===== config.mk =====
export PLATFORM = sky130hd
export DESIGN_NAME = agp_rtn_tracker
export DESIGN_NICKNAME = d
export VERILOG_FILES = /design/src/rtl/agp_trk_pkg.sv /design/src/rtl/agp_st_decode.sv /design/src/rtl/agp_class_track.sv /design/src/rtl/agp_rbf_credit.sv /design/src/rtl/agp_rtn_tracker.sv
export SDC_FILE = /design/constraint.sdc
export NUM_CORES = 1
export LEC_CHECK = 0
export ABC_CLOCK_PERIOD_IN_PS = 3450
export BUFFER_PORTS_ARGS = -buffer_cell sky130_fd_sc_hd__buf_4
export CELL_PAD_IN_SITES_DETAIL_PLACEMENT = 1
export CELL_PAD_IN_SITES_GLOBAL_PLACEMENT = 2
export CORE_AREA = 2 2 108 110
export CTS_CLUSTER_SIZE = 30
export DETAILED_ROUTE_END_ITERATION = 16
export DIE_AREA = 0 0 110 112
export MAX_ROUTING_LAYER = met4
export PLACE_DENSITY = 0.7
export REMOVE_ABC_BUFFERS = 1
export SLEW_MARGIN = 20
export SYNTH_ARGS = -nofsm -noshare
export SYNTH_HDL_FRONTEND = slang
export SYNTH_HIERARCHICAL = 1
export SYNTH_SLANG_ARGS = --single-unit

===== constraint.sdc =====
create_clock -name clk -period 3.45 [get_ports clk]
set_clock_uncertainty 0.2 [all_clocks]
set_input_delay 0 -clock clk [delete_from_list [all_inputs] [get_ports clk]]
set_output_delay 0 -clock clk [all_outputs]
set_load 0.02 [all_outputs]

===== src/rtl/agp_trk_pkg.sv =====
package agp_trk_pkg;

    typedef enum logic [2:0] {
        CLS_NONE  = 3'd0,
        CLS_LP_RD = 3'd1,
        CLS_HP_RD = 3'd2,
        CLS_LP_WR = 3'd3,
        CLS_HP_WR = 3'd4,
        CLS_START = 3'd5
    } cyc_cls_e;

    localparam int NCLASS = 2;
    localparam int PRI_LO = 0;
    localparam int PRI_HI = 1;

    // Grant is active low; the status code carries meaning only under grant.
    function automatic cyc_cls_e classify(input logic gnt_n, input logic [2:0] code);
        cyc_cls_e c;
        c = CLS_NONE;
        if (!gnt_n) begin
            case (code)
                3'b000:  c = CLS_LP_RD;
                3'b001:  c = CLS_HP_RD;
                3'b010:  c = CLS_LP_WR;
                3'b011:  c = CLS_HP_WR;
                3'b111:  c = CLS_START;
                default: c = CLS_NONE;
            endcase
        end
        return c;
    endfunction

endpackage


===== src/rtl/agp_st_decode.sv =====
module agp_st_decode
    import agp_trk_pkg::*;
(
    input  logic                  clk,
    input  logic                  rst,
    input  logic                  gnt_n,
    input  logic [2:0]            arb_st,
    output cyc_cls_e              cls_q,
    output logic [NCLASS-1:0]     beat_v
);

    cyc_cls_e cls_now;

    always_comb begin
        cls_now        = classify(gnt_n, arb_st);
        beat_v         = '0;
        beat_v[PRI_LO] = (cls_now == CLS_LP_RD);
        beat_v[PRI_HI] = (cls_now == CLS_HP_RD);
    end

    always_ff @(posedge clk) begin
        if (rst) cls_q <= CLS_NONE;
        else     cls_q <= cls_now;
    end


    nogrant_none_chk: assert property (@(posedge clk) disable iff (rst)
        gnt_n |=> (cls_q == CLS_NONE));


    reserved_none_chk: assert property (@(posedge clk) disable iff (rst)
        (!gnt_n && (arb_st inside {3'b100, 3'b101, 3'b110})) |=> (cls_q == CLS_NONE));

endmodule


===== src/rtl/agp_class_track.sv =====
module agp_class_track #(
    parameter int DEPTH = 4,
    parameter int LEN_W = 3
) (
    input  logic             clk,
    input  logic             rst,
    input  logic             push,
    input  logic [LEN_W-1:0] push_len,
    input  logic             beat,
    output logic             done,
    output logic             full,
    output logic             in_burst,
    output logic             err
);

    localparam int CNT_W = $clog2(DEPTH + 1);
    localparam int PTR_W = (DEPTH > 1) ? $clog2(DEPTH) : 1;
    localparam logic [CNT_W-1:0] FULL_CNT = CNT_W'(DEPTH);
    localparam logic [PTR_W-1:0] LAST_PTR = PTR_W'(DEPTH - 1);

    logic [LEN_W-1:0] len_mem [DEPTH];
    logic [PTR_W-1:0] wr_ptr, rd_ptr;
    logic [CNT_W-1:0] count;
    logic [LEN_W-1:0] beat_cnt;
    logic             empty, last, pop, push_ok;

    always_comb begin
        empty    = (count == '0);
        full     = (count == FULL_CNT);
        last     = !empty && (beat_cnt == len_mem[rd_ptr]);
        pop      = beat && last;
        push_ok  = push && !full;
        in_burst = (beat_cnt != '0);
    end

    always_ff @(posedge clk) begin
        if (push_ok) len_mem[wr_ptr] <= push_len;
    end

    always_ff @(posedge clk) begin
        if (rst) begin
            wr_ptr   <= '0;
            rd_ptr   <= '0;
            count    <= '0;
            beat_cnt <= '0;
            done     <= 1'b0;
            err      <= 1'b0;
        end else begin
            if (push_ok) wr_ptr <= (wr_ptr == LAST_PTR) ? '0 : wr_ptr + 1'b1;
            if (pop)     rd_ptr <= (rd_ptr == LAST_PTR) ? '0 : rd_ptr + 1'b1;
            case ({push_ok, pop})
                2'b10:   count <= count + 1'b1;
                2'b01:   count <= count - 1'b1;
                default: count <= count;
            endcase
            if (beat && !empty) beat_cnt <= last ? '0 : beat_cnt + 1'b1;
            done <= pop;
            err  <= err | (beat && empty);
        end
    end


    err_sticky_chk: assert property (@(posedge clk) disable iff (rst)
        err |=> err);


    done_after_beat_chk: assert property (@(posedge clk) disable iff (rst)
        done |-> $past(beat));


    beat_advance_chk: assert property (@(posedge clk) disable iff (rst)
        (beat && !empty && !last) |=> (beat_cnt == $past(beat_cnt) + 1'b1));


    full_drop_chk: assert property (@(posedge clk) disable iff (rst)
        (push && full && !beat) |=> (count == $past(count)));

endmodule


===== src/rtl/agp_rbf_credit.sv =====
module agp_rbf_credit #(
    parameter int SPACE     = 16,
    parameter int MAX_BEATS = 8
) (
    input  logic clk,
    input  logic rst,
    input  logic lp_beat,
    input  logic lp_first,
    input  logic drain,
    output logic rbf_n,
    output logic viol
);

    localparam int HW = $clog2(SPACE + 1);
    localparam logic [HW-1:0] SPACE_C = HW'(SPACE);
    localparam logic [HW-1:0] MAX_C   = HW'(MAX_BEATS);

    logic [HW-1:0] held, held_nxt, free;

    always_comb begin
        free     = SPACE_C - held;
        rbf_n    = !(free < MAX_C);
        viol     = lp_beat && lp_first && !rbf_n;
        held_nxt = held;
        if (drain && held != '0)          held_nxt = held_nxt - 1'b1;
        if (lp_beat && held_nxt != SPACE_C) held_nxt = held_nxt + 1'b1;
    end

    always_ff @(posedge clk) begin
        if (rst) held <= '0;
        else     held <= held_nxt;
    end


    held_inc_chk: assert property (@(posedge clk) disable iff (rst)
        (lp_beat && !drain && held < SPACE_C) |=> (held == $past(held) + 1'b1));


    held_dec_chk: assert property (@(posedge clk) disable iff (rst)
        (!lp_beat && drain && held != '0) |=> (held == $past(held) - 1'b1));

endmodule


===== src/rtl/agp_rtn_tracker.sv =====
module agp_rtn_tracker
    import agp_trk_pkg::*;
#(
    parameter int DEPTH = 4,
    parameter int LEN_W = 3,
    parameter int SPACE = 16
) (
    input  logic             clk,
    input  logic             rst,
    input  logic             gnt_n,
    input  logic [2:0]       arb_st,
    input  logic             enq_valid,
    input  logic             enq_hi,
    input  logic [LEN_W-1:0] enq_len,
    input  logic             lp_drain,
    output logic [2:0]       cyc_class,
    output logic             lp_done,
    output logic             hp_done,
    output logic             lp_full,
    output logic             hp_full,
    output logic             rbf_n,
    output logic             proto_err
);

    localparam int MAX_BEATS = 2 ** LEN_W;

    cyc_cls_e          cls_q;
    logic [NCLASS-1:0] beat_v, done_v, full_v, burst_v, err_v;
    logic              viol, viol_err;

    agp_st_decode u_dec (
        .clk    (clk),
        .rst    (rst),
        .gnt_n  (gnt_n),
        .arb_st (arb_st),
        .cls_q  (cls_q),
        .beat_v (beat_v)
    );

    for (genvar p = 0; p < NCLASS; p++) begin : g_cls
        logic push_p;
        assign push_p = enq_valid && (enq_hi == (p == PRI_HI));

        agp_class_track #(.DEPTH(DEPTH), .LEN_W(LEN_W)) u_trk (
            .clk      (clk),
            .rst      (rst),
            .push     (push_p),
            .push_len (enq_len),
            .beat     (beat_v[p]),
            .done     (done_v[p]),
            .full     (full_v[p]),
            .in_burst (burst_v[p]),
            .err      (err_v[p])
        );


        done_restart_chk: assert property (@(posedge clk) disable iff (rst)
            done_v[p] |-> !burst_v[p]);
    end

    agp_rbf_credit #(.SPACE(SPACE), .MAX_BEATS(MAX_BEATS)) u_rbf (
        .clk      (clk),
        .rst      (rst),
        .lp_beat  (beat_v[PRI_LO]),
        .lp_first (!burst_v[PRI_LO]),
        .drain    (lp_drain),
        .rbf_n    (rbf_n),
        .viol     (viol)
    );

    always_ff @(posedge clk) begin
        if (rst) viol_err <= 1'b0;
        else     viol_err <= viol_err | viol;
    end

    assign cyc_class = cls_q;
    assign lp_done   = done_v[PRI_LO];
    assign hp_done   = done_v[PRI_HI];
    assign lp_full   = full_v[PRI_LO];
    assign hp_full   = full_v[PRI_HI];
    assign proto_err = viol_err | (|err_v);


    hp_keeps_rbf_chk: assert property (@(posedge clk) disable iff (rst)
        (beat_v[PRI_HI] && !lp_drain) |=> $stable(rbf_n));


    viol_flags_chk: assert property (@(posedge clk) disable iff (rst)
        viol |=> proto_err);

endmodule


# --- Word-level counts from Yosys, hierarchy flattened ---
# Memory sizes are Yosys's and may differ from the RTL's. A register that Yosys moved wholly into a read port is not among the register bits.
# Index checks and enable logic that the tools add are counted.
# W data, S select, Z words.
totals:
  reg_bits: 33
  ram_bits: 24
  output_inout_bits: 9
  word_cells: 105
  n_memories: 2
classes:
  n_addsub: 13
  order_cmp: 1
  eq_ne: 19
  n_mux: 20
  n_bitwise: 5
  reduce_logical: 30
mem_list:
  columns: ["name", "depth", "width", "read_ports", "rd_clocked_by_memory_dff", "write_ports", "line", "source"]
  rows:
  - ["g_cls[0].u_trk.len_mem", 4, 3, 1, 1, 1, "agp_class_track.sv:21", "logic [LEN_W-1:0] len_mem [DEPTH];"]
  - ["g_cls[1].u_trk.len_mem", 4, 3, 1, 1, 1, "agp_class_track.sv:21", null]
op_table:
  columns: ["op", "n"]
  rows:
  - ["$logic_and A1 B1 Y1", 16]
  - ["$mux W2", 8]
  - ["$pmux W3 S5", 1]
  - ["$add A3 B1 Y3 const B", 4]
  - ["$eq A2 B2 Y1 const B", 6]
  - ["$pmux W3 S2", 2]
  - ["$mux W5", 2]
  - ["$eq A3 B2 Y1 const B", 3]
  - ["$eq A3 B3 Y1 const B", 3]
  - ["$logic_not A3 Y1", 3]
  - ["$mux W3", 3]
  - ["$add A2 B1 Y2 const B", 4]
  - ["$eq A3 B1 Y1 const B", 2]
  - ["$eq A3 B3 Y1", 2]
  - ["$logic_not A1 Y1", 6]
  - ["$sub A3 B1 Y3 const B", 2]
  - ["$add A5 B1 Y5 const B", 1]
  - ["$lt A5 B4 Y1 const B", 1]
  - ["$ne A5 B5 Y1 const B", 1]
  - ["$reduce_bool A5 Y1", 1]
  - ["$sub A5 B1 Y5 const B", 1]
  - ["$sub A5 B5 Y5 const A", 1]
  - ["$eq A2 B1 Y1 const B", 2]
  - ["$mux W1", 4]
  - ["5 further kinds", 9]

# --- Longest topological paths before layout ---
depth:
  depth_word: 7
  mapped_depth: 11
  ltp_nobuf: 10

# --- Hierarchy ---
# Netlist, hierarchy kept.
by_module_without_submodules:
  columns: ["mod", "instances", "cells_each", "area_per_inst_um2"]
  rows:
  - ["agp_class_track (g_cls[0].u_trk)", 1, 110, 1305.0]
  - ["agp_class_track (g_cls[1].u_trk)", 1, 110, 1297.5]
  - ["agp_rbf_credit", 1, 60, 494.2]
  - ["agp_st_decode", 1, 12, 122.6]
  - ["agp_rtn_tracker", 1, 6, 52.6]

# --- Least setup slack after synthesis ---
# No wires, ideal clock.
synth_path:
  path_type: "reg2reg"
  startpoint: "register with a tool-made name"
  endpoint: "register g_cls[1].u_trk.count[2]"
  setup_time_ns: 0.070
  arrival_ns: 2.675
  path_slack_ns: 0.504
  stages_incl_launch_ff: 11
  path_cell_list: "dfxtp_1 > mux4_2 > xnor2_1 > or2_1 > nor3_4 > ha_1 > inv_1 > fa_1 > xor2_1 > or3_1 > a21oi_1"
synth_rtl:
  columns: ["element", "line", "source"]
  rows:
  - ["end signal: assignment", "agp_class_track.sv:52", "2'b10: count <= count + 1'b1;"]
  - ["end signal: assignment", "agp_class_track.sv:53", "2'b01: count <= count - 1'b1;"]
  - ["end signal: assignment", "agp_class_track.sv:54", "default: count <= count;"]
  - ["end: declaration", "agp_class_track.sv:23", "logic [CNT_W-1:0] count;"]

==> flow_summary.toml <==
[timing]
fin_crit_ns = 3.15
slew_headroom_pct = 66.0
tns_ns = 0
rsz0062_at_grt = "false"
drv_slew = 0
tightest_slew_ns = 0.507
setup_viol = 0
fin_crit_sh_pct = 91.2
hold_viol = 0
hold_slack_ns = 0.0450
clock.fmax_mhz = 318

[job]
drv_cap = 0

[setup_path]
critPathLaunchType = "register"
crit_arrival_ns = 3.20
slowest_delay_ns = 0.50
path_class = "register to register"
worst-path-stages = 10
required_ns = 3.50
cp.buffers_inverters = 1
critPathTopFamily = "multiplexers"
r2r_cells = 10
endpoint_kind = "register"
critPathMaxFanout = 7
crit_slowest_cell = "dfxtp_1"
crit_chain = "mux2i_1 > mux2i_2 > a221oi_4 > nor3_4 > ha_1 > inv_1 > fa_1 > xor2_1 > or3_1 > a21oi_1"

[routing]
routedWlPerCell_microns = 13.3
drc_errors = 0
via_per_inst = 4.69
drt_iter0_drc = 70
firstDrtPassIters = 4
routed_wl_mm = 6.41
num_vias = 2272
drtAntennaViolNets = 0

[clock_network]
numCtsBuffers = 9
path_clk_slew_ns = 0.05
cts_max_path_buffers = 2
clk_latency_ns = 0.32
clock_sinks = 61
root_buffer = "clkbuf_16"
cts_tree = "yes"
htree_levels = 3

[grt]
grt_pass1_vias = 2370
grt_use_total_pct = 12.2
gr-usage-met1_pct = 15.3
grt_pass1_wl_mm = 11.3
grt_use_met3_pct = 3.22
antenna_found_initial = 0
grt_use_met2_pct = 19.0
busiest_layer = "met2"
grt_max_degree = 40
globalRouteOverflowTotal = 0

[finish]
layout.nets = 369
num_antenna_cells = 0
finalInstanceArea_sq_mm = 0.00400
layout-drive-gt1-share_pct = 17.9
syn_to_final_growth_pct = 22.3
fin_util_pct = 35.8

[logic_synthesis]
synth_cells = 297
yosysWarnings = 6
avgSynthCellArea_sq_um = 11.0
netlist_area_sq_mm = 0.00327

[place]
dp_hpwl_mm = 4.81
dpl-instance-area_sq_mm = 0.00357
place.gp.congestion = 0.725
numPortBuffers = 20

[die]
std_cell_rows = 39
start_util_pct = 29.2
die_width_microns = 110
die_area_sq_mm = 0.0123
io_pins = 21
die_h_microns = 112
core_sq_mm = 0.0112

[worst_hold_path]
min_path_type = "primary input to register"
hold_path_depth = 5

[power]
pwr-share-seq_pct = 37.5
pwr-share-comb_pct = 23.8
p_leak_nw = 1.41
clkPwrFrac_pct = 38.7
p_sw_share_pct = 29.1
p_switching_mw = 0.647
peakVddDrop_mv = 0.266
p_int_mw = 1.57
power.density_mw_per_mm2 = 556
p_total_mw = 2.22

[status]
status = "finished clean"
-- tightest hold or removal path: stages --
cell and delay (ns):
buf_4 0.11, nor2b_1 0.11, nor2b_1 0.16, nand2_1 0.08, a21oi_1 0.05
-- metrics by stage --
| step | worst slack, ns | cells |
|---|---|---|
| after detailed placement | 0.283 | 454 |
| after CTS | 0.214 | 484 |
| after global routing | 0.0328 | 484 |
| after global placement | 0.378 | 454 |
| final | 0.302 | 484 |
| after floorplan | 0.473 | 288 |
-- final cells by class --
type,instances,area [sq um]
Tap cell,143,179
Timing Repair Buffer,37,313
Inverter,26,97.6
Sequential cell,61,1460
Fill cell,1218,7180
Clock buffer,11,233
Multi-Input combinational cell,201,1660
Clock inverter,5,51.3
-- path summary, 6_finish.rpt --
path / slack [ns] / start / to
worst max register to register: 0.30 / register / g_cls[1].u_trk/count[2]
worst min register to register: 0.27 / g_cls[0].u_trk/err / g_cls[0].u_trk/err
worst max-delay path: 0.30 / register / g_cls[1].u_trk/count[2]
worst min-delay path: 0.05 / enq_valid / g_cls[0].u_trk/wr_ptr[1]
-- per-layer routing --
layer  share of wire, %  up-vias
li1                   -     1140
met1                 46     1094
met2                 49       29
met3                3.5        9
met4                1.4        0
met5                  0        -
-- sequential cells by signal, summed over array words and instances, names as in the netlist, named ones only --
name	cells
g_cls.u_trk/wr_ptr	4
viol_err	1
g_cls.u_trk/done	2
g_cls.u_trk/rd_ptr	4
u_rbf/held	5
g_cls.u_trk/count	6
g_cls.u_trk/err	2
g_cls.u_trk/len_mem	24
g_cls.u_trk/beat_cnt	6
u_dec/cls_q	3
-- cell usage in the layout, fill, tap and decap left out, drive strengths merged, types with 8 or more instances in the layout --
cell type / n
nor3: 9
buf: 23
ha: 19
or3: 10
nand2: 16
and2: 9
mux2: 8
clkbuf: 11
mux2i: 14
dlygate4sd3: 14
dfxtp: 37
inv: 26
nor2: 14
a21oi: 13
edfxtp: 24
-- power groups by stage --
stage          Sequential (mW)  Clock (mW)  Combinational (mW)
6_report                 0.832       0.860               0.528
5_1_grt                  0.840       0.920               0.598
4_1_cts                  0.833       0.880               0.537
3_5_place_dp             0.847           0               0.523
3_3_place_gp             0.847           0               0.512
2_1_floorplan            0.847           0               0.366
-- what timing repair did --
action	4_1_cts	5_1_grt
resized for setup	0	1
setup buffers	0	0
endpoints found under the hold margin	44	0
endpoints found under the setup margin	0	1
hold buffers	14	0
Note: power is estimated with default switching activity, not from simulation.
